### src/rtl/vif_pkg.sv
package vif_pkg;
  typedef enum logic [2:0] {
    OP_CLI   = 3'd0,
    OP_STI   = 3'd1,
    OP_PUSHF = 3'd2,
    OP_POPF  = 3'd3,
    OP_SETP  = 3'd4,
    OP_CLRP  = 3'd5,
    OP_MONWR = 3'd6,
    OP_NOP   = 3'd7
  } vif_op_e;

  typedef struct packed {
    logic ifl;
    logic vif;
    logic vip;
  } vif_state_t;
endpackage

### src/rtl/vif_mode_dec.sv
module vif_mode_dec #(
  parameter int IOPL_W = 2
) (
  input  logic              ext_en,
  input  logic [IOPL_W-1:0] iopl,
  output logic              vmode
);
  localparam logic [IOPL_W-1:0] IOPL_TOP = {IOPL_W{1'b1}};
  // Shadow handling only below the most privileged I/O level
  assign vmode = ext_en && (iopl < IOPL_TOP);
endmodule

### src/rtl/vif_next_state.sv
module vif_next_state
  import vif_pkg::*;
(
  input  logic       accept,
  input  vif_op_e    op,
  input  logic       vmode,
  input  vif_state_t cur,
  input  logic       din_if,
  input  logic       din_vif,
  input  logic       din_vip,
  output vif_state_t nxt,
  output logic       fault
);
  always_comb begin
    nxt   = cur;
    fault = 1'b0;
    if (accept) begin
      case (op)
        OP_CLI: begin
          if (vmode) nxt.vif = 1'b0;
          else       nxt.ifl = 1'b0;
        end
        OP_STI: begin
          if (vmode) begin
            if (cur.vip) fault   = 1'b1;
            else         nxt.vif = 1'b1;
          end else begin
            nxt.ifl = 1'b1;
          end
        end
        OP_POPF: begin
          if (vmode) begin
            if (din_if && cur.vip) fault   = 1'b1;
            else                   nxt.vif = din_if;
          end else begin
            nxt.ifl = din_if;
          end
        end
        OP_SETP:  nxt.vip = 1'b1;
        OP_CLRP:  nxt.vip = 1'b0;
        OP_MONWR: begin
          nxt.ifl = din_if;
          nxt.vif = din_vif;
          nxt.vip = din_vip;
        end
        default: ;
      endcase
    end
  end
endmodule

### src/rtl/vif_push_img.sv
module vif_push_img
  import vif_pkg::*;
#(
  parameter int DATA_W  = 32,
  parameter int IF_POS  = 9,
  parameter int VIF_POS = 19,
  parameter int VIP_POS = 20
) (
  input  logic [DATA_W-1:0] din,
  input  vif_state_t        st,
  input  logic              vmode,
  output logic [DATA_W-1:0] img
);
  for (genvar b = 0; b < DATA_W; b++) begin : g_bit
    if (b == IF_POS) begin : g_if
      assign img[b] = vmode ? st.vif : st.ifl;
    end else if (b == VIF_POS) begin : g_vif
      assign img[b] = st.vif;
    end else if (b == VIP_POS) begin : g_vip
      assign img[b] = st.vip;
    end else begin : g_pass
      assign img[b] = din[b];
    end
  end
endmodule

### src/rtl/vif_push_buf.sv
module vif_push_buf #(
  parameter int DATA_W = 32
) (
  input  logic              clk,
  input  logic              rst_n,
  input  logic              in_load,
  input  logic [DATA_W-1:0] in_data,
  output logic              can_take,
  output logic              out_valid,
  input  logic              out_ready,
  output logic [DATA_W-1:0] out_data
);
  assign can_take = !out_valid || out_ready;

  always_ff @(posedge clk) begin
    if (!rst_n) begin
      out_valid <= 1'b0;
      out_data  <= '0;
    end else if (in_load) begin
      out_valid <= 1'b1;
      out_data  <= in_data;
    end else if (out_ready) begin
      out_valid <= 1'b0;
    end
  end
endmodule

### src/rtl/vif_flag_unit.sv
module vif_flag_unit
  import vif_pkg::*;
#(
  parameter int DATA_W  = 32,
  parameter int IOPL_W  = 2,
  parameter int IF_POS  = 9,
  parameter int VIF_POS = 19,
  parameter int VIP_POS = 20
) (
  input  logic              clk,
  input  logic              rst_n,
  input  logic              op_valid,
  output logic              op_ready,
  input  logic [2:0]        op_code,
  input  logic [DATA_W-1:0] flags_in,
  input  logic              ext_en,
  input  logic [IOPL_W-1:0] iopl,
  output logic              if_o,
  output logic              vif_o,
  output logic              vip_o,
  output logic              fault_o,
  output logic              psh_valid,
  input  logic              psh_ready,
  output logic [DATA_W-1:0] psh_data
);
  vif_state_t        st_q, st_d;
  vif_op_e           op;
  logic              vmode, accept, fault_d;
  logic [DATA_W-1:0] img;

  assign op     = vif_op_e'(op_code);
  assign accept = op_valid && op_ready;

  vif_mode_dec #(.IOPL_W(IOPL_W)) u_mode (
    .ext_en(ext_en), .iopl(iopl), .vmode(vmode)
  );

  vif_next_state u_next (
    .accept (accept),
    .op     (op),
    .vmode  (vmode),
    .cur    (st_q),
    .din_if (flags_in[IF_POS]),
    .din_vif(flags_in[VIF_POS]),
    .din_vip(flags_in[VIP_POS]),
    .nxt    (st_d),
    .fault  (fault_d)
  );

  vif_push_img #(
    .DATA_W(DATA_W), .IF_POS(IF_POS), .VIF_POS(VIF_POS), .VIP_POS(VIP_POS)
  ) u_img (
    .din(flags_in), .st(st_q), .vmode(vmode), .img(img)
  );

  vif_push_buf #(.DATA_W(DATA_W)) u_buf (
    .clk      (clk),
    .rst_n    (rst_n),
    .in_load  (accept && (op == OP_PUSHF)),
    .in_data  (img),
    .can_take (op_ready),
    .out_valid(psh_valid),
    .out_ready(psh_ready),
    .out_data (psh_data)
  );

  always_ff @(posedge clk) begin
    if (!rst_n) begin
      st_q    <= '0;
      fault_o <= 1'b0;
    end else begin
      st_q    <= st_d;
      fault_o <= fault_d;
    end
  end

  assign if_o  = st_q.ifl;
  assign vif_o = st_q.vif;
  assign vip_o = st_q.vip;
endmodule

### config.mk
export PLATFORM = sky130hd
export DESIGN_NAME = vif_flag_unit
export DESIGN_NICKNAME = d
export VERILOG_FILES = /design/src/rtl/vif_pkg.sv /design/src/rtl/vif_mode_dec.sv /design/src/rtl/vif_next_state.sv /design/src/rtl/vif_push_img.sv /design/src/rtl/vif_push_buf.sv /design/src/rtl/vif_flag_unit.sv
export SDC_FILE = /design/constraint.sdc
export NUM_CORES = 1
export LEC_CHECK = 0
export BUFFER_PORTS_ARGS = -buffer_cell sky130_fd_sc_hd__clkbuf_2
export CELL_PAD_IN_SITES_DETAIL_PLACEMENT = 1
export CELL_PAD_IN_SITES_GLOBAL_PLACEMENT = 2
export CORE_MARGIN = 2
export CORE_UTILIZATION = 21
export DETAILED_ROUTE_END_ITERATION = 8
export PLACE_DENSITY = 0.86
export SKIP_CTS_REPAIR_TIMING = 1
export SYNTH_ARGS = -nofsm -noshare
export SYNTH_HDL_FRONTEND = slang
export SYNTH_SLANG_ARGS = --single-unit
### constraint.sdc
create_clock -name clk -period 1.1 [get_ports clk]
set_input_delay 0.22 -clock clk [delete_from_list [all_inputs] [get_ports clk]]
set_output_delay 0.22 -clock clk [all_outputs]
set_load 0.01 [all_outputs]
==> run_results.csv <==
group,metric,value,unit
status,status,"complete, but fails checks",
status,violations,"setup timing",
detailed_routing,antenna_left,0,
floorplanning,core,6870,sq um
critical_path,cp_max_fo,5,
flow_run,maxCapViolations,0,
floorplanning,io-pin-count,80,
yosys,synthCells,177,
detailed_routing,drc_errors,0,
yosys,ys_top_cells_by_count,"65 x nand2_1, 37 x dfxtp_1, 26 x a21oi_1, 6 x a21oi_2",
critical_path,max_stage_delay,0.35,ns
yosys,yosys_warnings,0,
yosys,yosys-mux-area-fraction,0.663,%
sta,whs,0.147,ns
yosys,seq_area_frac_synth,49.1,%
sta,finClkSkew,0.00215,ns
clocking,clk_pin_slew_worst_paths,0.07,ns
finish,area_growth,58.0,%
critical_path,reg2reg_to,"u_buf.out_data[9]",
worst_hold_path,holdPathStages,3,
yosys,synth_top_family_by_area,"simple AND/OR/NAND/NOR gates",
global_route,grt_max_degree,18,
finish,fillers,837,
critical_path,critPathArrivalTime,1.41,ns
power,irDropWorstVdd,463,uV
detailed_routing,via_count,1552,
sta,rsz0062_at_grt,"yes",
detailed_routing,wire_per_inst,12.4,um
critical_path,critPathSlowestCell,"dfxtp_4",
placed_design,place_inst,354,
detailed_routing,avgViaCountPerCell,4.25,
worst_hold_path,hp-class,"in -> reg",
yosys,yosys.cell_types.count,35,
sta,fin_crit_sh,110,%
clocking,clockBufferDepth,2,
placed_design,hpwl,3.36,mm
critical_path,crit_chain,"nand2b_4 > and4b_4 > buf_4 > nor2_2 > a311oi_1",
finish,finalInstanceArea,2380,sq um
yosys,syn_nets,219,
detailed_routing,highest_layer,"met4",
finish,nets,310,
clocking,cts_made_buffers,5,
yosys,synth-main-ff-cell,"dfxtp_1",
sta,worstMarginPinSlew,0.345,ns
global_route,grt.overflow.total,0,
critical_path,r2r_slack,-0.11,ns
critical_path,cp.required,1.30,ns
yosys,async_reset_ff_share,0,%
clocking,clk_latency,0.29,ns
floorplanning,die-area,7880,sq um
yosys,synth_simple_gate_area_share,23.8,%
critical_path,worst_setup_path_start_kind,"flop",
yosys,synth_edf_count,0,
floorplanning,rows,30,
critical_path,cp_top_family,"simple AND/OR/NAND/NOR gates",
global_route,grt_pass1_wl,6.99,mm
sta,finalMaxSlewViolations,0,
yosys,yosysMostFrequentCell,"nand2_1",
sta,setup_viol,33,
global_route,track_usage,11.6,%
finish,drive_above_1_share,56.9,%
yosys,synth.area.top_cells,"dfxtp_1 49%, nand2_1 16%, a21oi_1 8.6%",
placed_design,portBuffers,79,
sta,finalHoldViolCount,0,
critical_path,r2r_cells,5,
yosys,synth_seq_cells,37,
detailed_routing,drt_iter0_markers,22,
sta,relSlewSlack,77.0,%
floorplanning,die_y,88.8,um
floorplanning,die_w,88.8,um
clocking,cts_root_buf,"clkbuf_8",
yosys,syn_area,1510,sq um
yosys,synth_compound_area_share,19.7,%
finish,layout.cells.non_filler,365,
sta,period_minus_slack,1.21,ns
detailed_routing,wirelength,4.54,mm
critical_path,critPathKind,"reg -> reg",
sta,fmax,827,MHz
critical_path,path_buf_inv,1,
worst_hold_path,min_from,"flags_in[6]",
yosys,avgSynthCellArea,8.53,sq um
detailed_routing,first_pass_iters,4,
finish,post-route-util,34.7,%
placed_design,post_dp_cell_area,2100,sq um
global_route,antenna_found_initial,0,
yosys,yosys.area_share.adder,0,%
floorplanning,start_util,22.0,%
yosys,synth-xor-area-share,0,%
worst_hold_path,holdPathEnd,"u_buf.out_data[6]",
finish,antenna_cells,0,
clocking,htree_levels,2,
power,p_leak,1.03,nW
clocking,cts_tree,"done",
power,power_density,1240,nW/um^2
clocking,clock-sinks,37,
detailed_routing,met3WireLength,337,um
global_route,grt_pass1_vias,1524,
yosys,synth_area_leader_cell,"dfxtp_1",
critical_path,reg2reg_from,"u_buf.out_valid",
sta,fin_ws,-0.109,ns
detailed_routing,wl_met1,1.89,mm
critical_path,end_kind,"flop",
yosys,yosys.area.top_type_share,49.1,%
placed_design,finalWeightedCongestion,0.751,
detailed_routing,routed-wl-met2,2.25,mm
[state kept, by name, summed over array words and instances, names as in the netlist]
register	flops
vif_o	1
if_o	1
vip_o	1
fault_o	1
u_buf.out_data	32
u_buf.out_valid	1
[routing by layer]
layer | global-route usage, % | up-vias
met5 | 0 | -
met4 | 4.13 | 0
met3 | 3.54 | 7
met2 | 20.2 | 48
met1 | 13.2 | 722
li1 | - | 775
[placed cells by master (no fill, tap or decap), types with 2 or more instances in the layout]
cell type  instances
inv_1              2
a21oi_2           21
a311oi_1           2
nand2_1           49
nand2_2           10
and2_2             2
dfxtp_2            2
or2b_1             2
dfxtp_1           34
nand2_4            6
buf_12             2
a21oi_1           11
o21ai_0            2
buf_4             11
clkbuf_2          77
clkbuf_8           6
buf_6              4
nor2b_4            2
[stage by stage]
step	TNS (ns)	worst slack (ns)	power (W)
floorplan	-0.0920	-0.0116	0.00157
global placement	-6.47	-0.219	0.00173
detailed placement	-8.47	-0.273	0.00174
CTS	-2.97	-0.107	0.00299
global route	-3.96	-0.165	0.00313
finish	-1.52	-0.109	0.00297
[layout make-up]
type                            instances  area [sq um]  area share (%)
Multi-Input combinational cell        126           812            34.1
Sequential cell                        37           747            31.3
Timing Repair Buffer                   95           578            24.2
Tap cell                               96           120            5.04
Clock buffer                            7          86.3            3.62
Clock inverter                          1          30.0            1.26
Inverter                                3          11.3           0.472
[tightest hold or removal path, delay by kind of cell]
kind	cells	cell delay, ns
AOI/OAI and AO/OA	1	0.05
buffers and inverters	1	0.08
and+or+nand+nor	1	0.04
[worst max path at each step]
stage / from / to / slack, ns / cells past startpoint
floorplan: u_buf.out_valid / u_buf.out_data[10] / -0.01 / 6
global placement: op_code[0] / u_buf.out_data[3] / -0.22 / 6
detailed placement: op_code[0] / u_buf.out_data[11] / -0.27 / 6
CTS: u_buf.out_valid / u_buf.out_data[11] / -0.11 / 5
global route: u_buf.out_valid / u_buf.out_data[9] / -0.16 / 5
finish: u_buf.out_valid / u_buf.out_data[9] / -0.11 / 5
[report_power, final]
| group | leakage, nW | internal (W) | switching [W] |
|---|---|---|---|
| logic | 0.669 | 0.000172 | 0.000183 |
| registers | 0.301 | 0.00137 | 0.0000186 |
| clock network | 0.0585 | 0.000739 | 0.000487 |
[logic make-up after synthesis]
logic type,after synthesis
buf+inv,14
compound gates,46
flops,37
simple gates,79
mux,1
Power figures use the tool's default switching activity.
